$ cat src/rtl/ctrl_key_lock.sv
module ctrl_key_lock #(
  parameter int                 ADDR_W    = 10,
  parameter logic [31:0]        KEY1      = 32'h5A3C_96E1,
  parameter logic [31:0]        KEY2      = 32'hA5C3_691E,
  parameter logic [ADDR_W-1:0]  KEY_OFS   = 4,
  parameter logic [ADDR_W-1:0]  CTRL_OFS  = 16,
  parameter logic [ADDR_W-1:0]  IE_OFS    = 32,
  parameter logic [31:0]        CTRL_MASK = 32'h0103_00FF,
  parameter logic [31:0]        IE_MASK   = 32'h0000_FFFF
) (
  input  logic              clk,
  input  logic              rst_n,
  input  logic              wr_en,
  input  logic              rd_en,
  input  logic [ADDR_W-1:0] addr,
  input  logic [31:0]       wdata,
  output logic [31:0]       rdata,
  output logic [31:0]       ctrl_q,
  output logic [31:0]       ie_q,
  output logic              unlocked,
  output logic              perm_locked
);
  localparam logic [31:0] FIELD_MASK = CTRL_MASK & ~32'h1;

  logic        lock, frozen, stage;
  logic [31:0] fields, ie_bits;

  wire key_wr  = wr_en && (addr == KEY_OFS);
  wire ctrl_wr = wr_en && (addr == CTRL_OFS);
  wire ie_wr   = wr_en && (addr == IE_OFS);
  wire key_bad = !lock || (stage ? (wdata != KEY2) : (wdata != KEY1));

  always_ff @(posedge clk or negedge rst_n) begin
    if (!rst_n) begin
      lock    <= 1'b1;
      frozen  <= 1'b0;
      stage   <= 1'b0;
      fields  <= '0;
      ie_bits <= '0;
    end else begin
      if (key_wr && !frozen) begin
        if (key_bad) begin
          frozen <= 1'b1;
          lock   <= 1'b1;
          stage  <= 1'b0;
        end else if (stage) begin
          lock  <= 1'b0;
          stage <= 1'b0;
        end else begin
          stage <= 1'b1;
        end
      end
      if (ctrl_wr && !lock) begin
        fields <= wdata & FIELD_MASK;
        lock   <= wdata[0];
        stage  <= 1'b0;
      end
      if (ie_wr && !lock) ie_bits <= wdata & IE_MASK;
    end
  end

  assign ctrl_q      = fields | {31'b0, lock};
  assign ie_q        = ie_bits;
  assign unlocked    = ~lock;
  assign perm_locked = frozen;

  always_comb begin
    rdata = '0;
    if (rd_en) begin
      if (addr == CTRL_OFS)    rdata = ctrl_q;
      else if (addr == IE_OFS) rdata = ie_q;
    end
  end


  ctrl_locked_hold_chk: assert property (@(posedge clk) disable iff (!rst_n)
    (ctrl_wr && !unlocked) |=> $stable(ctrl_q[31:1]));


  ie_locked_hold_chk: assert property (@(posedge clk) disable iff (!rst_n)
    (ie_wr && !unlocked) |=> $stable(ie_q));


  unlock_by_key_chk: assert property (@(posedge clk) disable iff (!rst_n)
    $rose(unlocked) |-> $past(key_wr && wdata == KEY2));


  frozen_sticky_chk: assert property (@(posedge clk) disable iff (!rst_n)
    perm_locked |=> (perm_locked && !unlocked));


  rekey_freeze_chk: assert property (@(posedge clk) disable iff (!rst_n)
    (key_wr && unlocked) |=> (perm_locked && !unlocked));


  frozen_implies_locked_chk: assert property (@(posedge clk) disable iff (!rst_n)
    perm_locked |-> (ctrl_q[0] && !unlocked));
endmodule

$ cat config.mk
export PLATFORM = sky130hd
export DESIGN_NAME = ctrl_key_lock
export DESIGN_NICKNAME = d
export VERILOG_FILES = /design/src/rtl/ctrl_key_lock.sv
export SDC_FILE = /design/constraint.sdc
export NUM_CORES = 1
export LEC_CHECK = 0
export ABC_AREA = 0
export ABC_CLOCK_PERIOD_IN_PS = 4400
export BUFFER_PORTS_ARGS = -buffer_cell sky130_fd_sc_hd__clkbuf_2
export CAP_MARGIN = 20
export CORE_MARGIN = 1
export CORE_UTILIZATION = 40
export CTS_BUF_LIST = sky130_fd_sc_hd__clkbuf_8
export CTS_CLUSTER_SIZE = 8
export DETAILED_ROUTE_END_ITERATION = 12
export PLACE_DENSITY = 0.86
export SETUP_SLACK_MARGIN = 0.5
export SLEW_MARGIN = 20
export SYNTH_ARGS = -nofsm -noshare
export SYNTH_HDL_FRONTEND = slang
export SYNTH_SLANG_ARGS = --single-unit
$ cat constraint.sdc
create_clock -name clk -period 4.4 [get_ports clk]
set_input_delay 0.22 -clock clk [delete_from_list [all_inputs] [get_ports clk]]
set_output_delay 0.22 -clock clk [all_outputs]
set_load 0.01 [all_outputs]
==> run_results.csv <==
group,metric,value,unit
logic_synthesis,avgSynthCellArea,10.7,um2
cells_and_area,finalNetCount,323,
worst_setup_path,crit_end,"rdata[4]",
cts,cts_root_buf,"clkbuf_8",
logic_synthesis,synthArstFlopShare,100,%
logic_synthesis,ys_top_cells_by_count,"buf_4, dfrtp_1, mux2_2",
sta,worst_slew_pin_slew,1.08,ns
route,routed_wl,4380,um
worst_setup_path,critical_path_arrival,2.11,ns
logic_synthesis,synth_ff_type,"dfrtp_1",
pwr,swShare,23.3,%
logic_synthesis,yosysWarningCount,0,
cts,cts.path.max_buffers,2,
cts,cts_tree,"built",
sta,fin_setup_tns,0,ns
logic_synthesis,synthMuxAreaShare,15.0,%
route,dr.pass1.iters,4,
sta,rsz0062_at_grt,"no",
floorplan,die_area,5160,um2
pwr,power_frac_comb,11.7,%
worst_setup_path,rr_worst_depth,5,
pwr,clock_power_share,44.4,%
route,avgRoutedWirePerCell,13.2,um
logic_synthesis,synth_cell_types,37,
worst_setup_path,ff2ff_setup_slack,2.17,ns
grt,grt-ovfl-total,0,
worst_setup_path,r2r-start,"stage",
sta,fin_skew,0.00499,ns
logic_synthesis,synth-adder-area-share,0,%
pwr,p_int,480,uW
grt,grt_pass1_wl,6960,um
cts,htreeDepth,2,
placement,place_congestion,0.735,
logic_synthesis,synth_compound_area_share,5.77,%
floorplan,io_pins,144,
floorplan,core_region_area,4690,um2
outcome,status,"finished with violations",
cts,cts_buffers,5,
cts,cts_hold_buf,0,
logic_synthesis,syn-cell-area,1950,um2
grt,grt_use_total,17.9,%
pwr,power_density,263,nW/um2
floorplan,initial_core_util,41.6,%
pwr,netSwitchingPower,146,uW
logic_synthesis,synth_top_area_cell,"dfrtp_1",
grt,grt_max_degree,30,
placement,place_area,2260,um2
cells_and_area,layout.cells.non_filler,332,
cts,cts.sinks,29,
floorplan,fp.dieW,71.8,um
floorplan,die_h,71.8,um
grt,grt_antenna_before_repair,0,
worst_setup_path,r2r-end,"perm_locked",
sta,setup_viol,0,
logic_synthesis,synthXorXnorAreaFrac,0,%
cts,cts_resized,0,
pwr,vdd.ir_drop.worst,0.000315,V
sta,fmax,0.429,GHz
route,ant_nets,0,
job,maxCapViolations,0,
logic_synthesis,synth_edf_count,0,
pwr,power_frac_seq,43.9,%
worst_setup_path,critPathLaunch,"addr[7]",
outcome,violations,"negative hold slack",
logic_synthesis,synthTopCellsByArea,"dfrtp_1, buf_4, mux2_2",
sta,slew_viol_final,0,
sta,hold_viol_final,28,
hold_path,hold_path.class,"in2async",
cells_and_area,drive_above_1_share,47.5,%
logic_synthesis,ys_ff_latch,29,
sta,relSlewSlack,27.7,%
cells_and_area,area_growth,22.1,%
placement,place_inst,324,
cells_and_area,n_antenna_cell,0,
worst_setup_path,path_max_fanout,15,
route,vias_per_cell,4.82,
logic_synthesis,ys_seq_area_share,37.3,%
logic_synthesis,yosysMostFrequentCell,"buf_4",
logic_synthesis,synth_top_family_by_area,"buffers and inverters",
cts,clkSlewWorstSetupHoldPaths,0.06,ns
placement,post-dp-hpwl,3480,um
placement,port-buffer-count,93,
cts,clk_latency,0.28,ns
worst_setup_path,endpoint_kind,"primary output",
cells_and_area,final_area,2380,um2
route,first_iter_violations,43,
worst_setup_path,start_kind,"input port",
cts,postCtsSetupBuffers,0,
sta,fin_hold_ws,-0.0195,ns
logic_synthesis,synth_top_area_share,35.9,%
worst_setup_path,criticalPathCategory,"in2out",
worst_setup_path,cp.required,4.18,ns
sta,post-route-period-util,52.9,%
route,via_count,1601,
logic_synthesis,yosys.area_share.simple,20.7,%
logic_synthesis,netlist_instances,182,
route,remaining_drc_errors,0,
sta,layout_min_cycle_time,2.33,ns
grt,grt_pass1_vias,1470,
floorplan,rows,25,
pwr,power_leakage,1.34,nW
==> area by class of cell <==
type	instances	area [um2]
multi-input combinational	146	997
fill	452	2310
clock inverter	2	33.8
sequential	29	727
tap	54	67.6
inverter	2	7.51
timing repair buffer	93	465
clock buffer	6	82.6
==> cell families after synthesis <==
logic type | count (synthesis)
AOI/OAI and AO/OA | 14
DFF | 29
buffers and inverters | 56
other | 1
and+or+nand+nor | 56
muxes | 26
==> metal layers <==
metal	part of all wire (%)	track usage, %	routed length [um]
met2	51	32.6	2220
met5	0	0	0
met4	1.4	6.10	61
met1	41	20.2	1780
met3	7.1	4.64	313
==> power groups by stage <==
stage	clock [mW]	combinational, mW	sequential [mW]
4_1_cts	0.284	0.0732	0.275
2_1_floorplan	0	0.0665	0.281
5_1_grt	0.294	0.0829	0.276
3_5_place_dp	0	0.0729	0.280
3_3_place_gp	0	0.0716	0.279
6_report	0.278	0.0732	0.275
==> worst max-delay path, stage by stage <==
cell	delay, ns
clkbuf_2	0.09
nor4_2	0.34
nand4b_1	0.21
nor2_1	0.86
a22o_1	0.25
clkbuf_2	0.13
==> cell usage in the layout, fill, tap and decap left out, types with 2 or more instances in the layout <==
cell type	Yosys	routed
a22o_1	7	7
and2_1	11	11
and3b_1	2	2
clkbuf_2	0	93
clkbuf_8	0	6
conb_1	1	50
dfrtp_1	28	28
inv_1	2	3
mux2_2	26	26
nand2_1	3	3
nand2b_1	2	2
nand3b_1	3	3
nand4_1	4	4
nand4b_1	7	7
nor2_1	4	4
nor3_1	2	2
nor3_4	2	2
nor3b_1	2	2
nor4_1	2	2
nor4bb_1	4	4
or3_1	2	2
==> worst min-delay path by stage <==
| stage | startpoint | to | slack [ns] | depth (start not counted) |
|---|---|---|---|---|
| after CTS | rst_n | fields[17] | 0.002 | 1 |
| after floorplan | rst_n | fields[16] | -0.08 | 0 |
| after global placement | rst_n | ie_q[2] | 0.30 | 1 |
| after detailed placement | rst_n | fields[17] | 0.31 | 1 |
| final | rst_n | fields[17] | -0.02 | 1 |
| after global routing | rst_n | ie_q[3] | 0.03 | 1 |
==> registers in the layout (all words and copies together) (netlist names) <==
register     cells
ie_q            16
fields          10
lock             1
perm_locked      1
stage            1
==> metrics by stage <==
step	power, mW	hold slack (ns)	utilization, %	worst slack, ns
2_1_floorplan	0.347	-0.0756	-	2.56
3_3_place_gp	0.351	0.302	48.3	2.15
3_5_place_dp	0.353	0.306	48.3	2.03
4_1_cts	0.632	0.00232	50.7	2.03
5_1_grt	0.652	0.0313	50.7	1.88
6_report	0.626	-0.0195	50.7	2.07
Note: power is estimated with default switching activity, not from simulation.
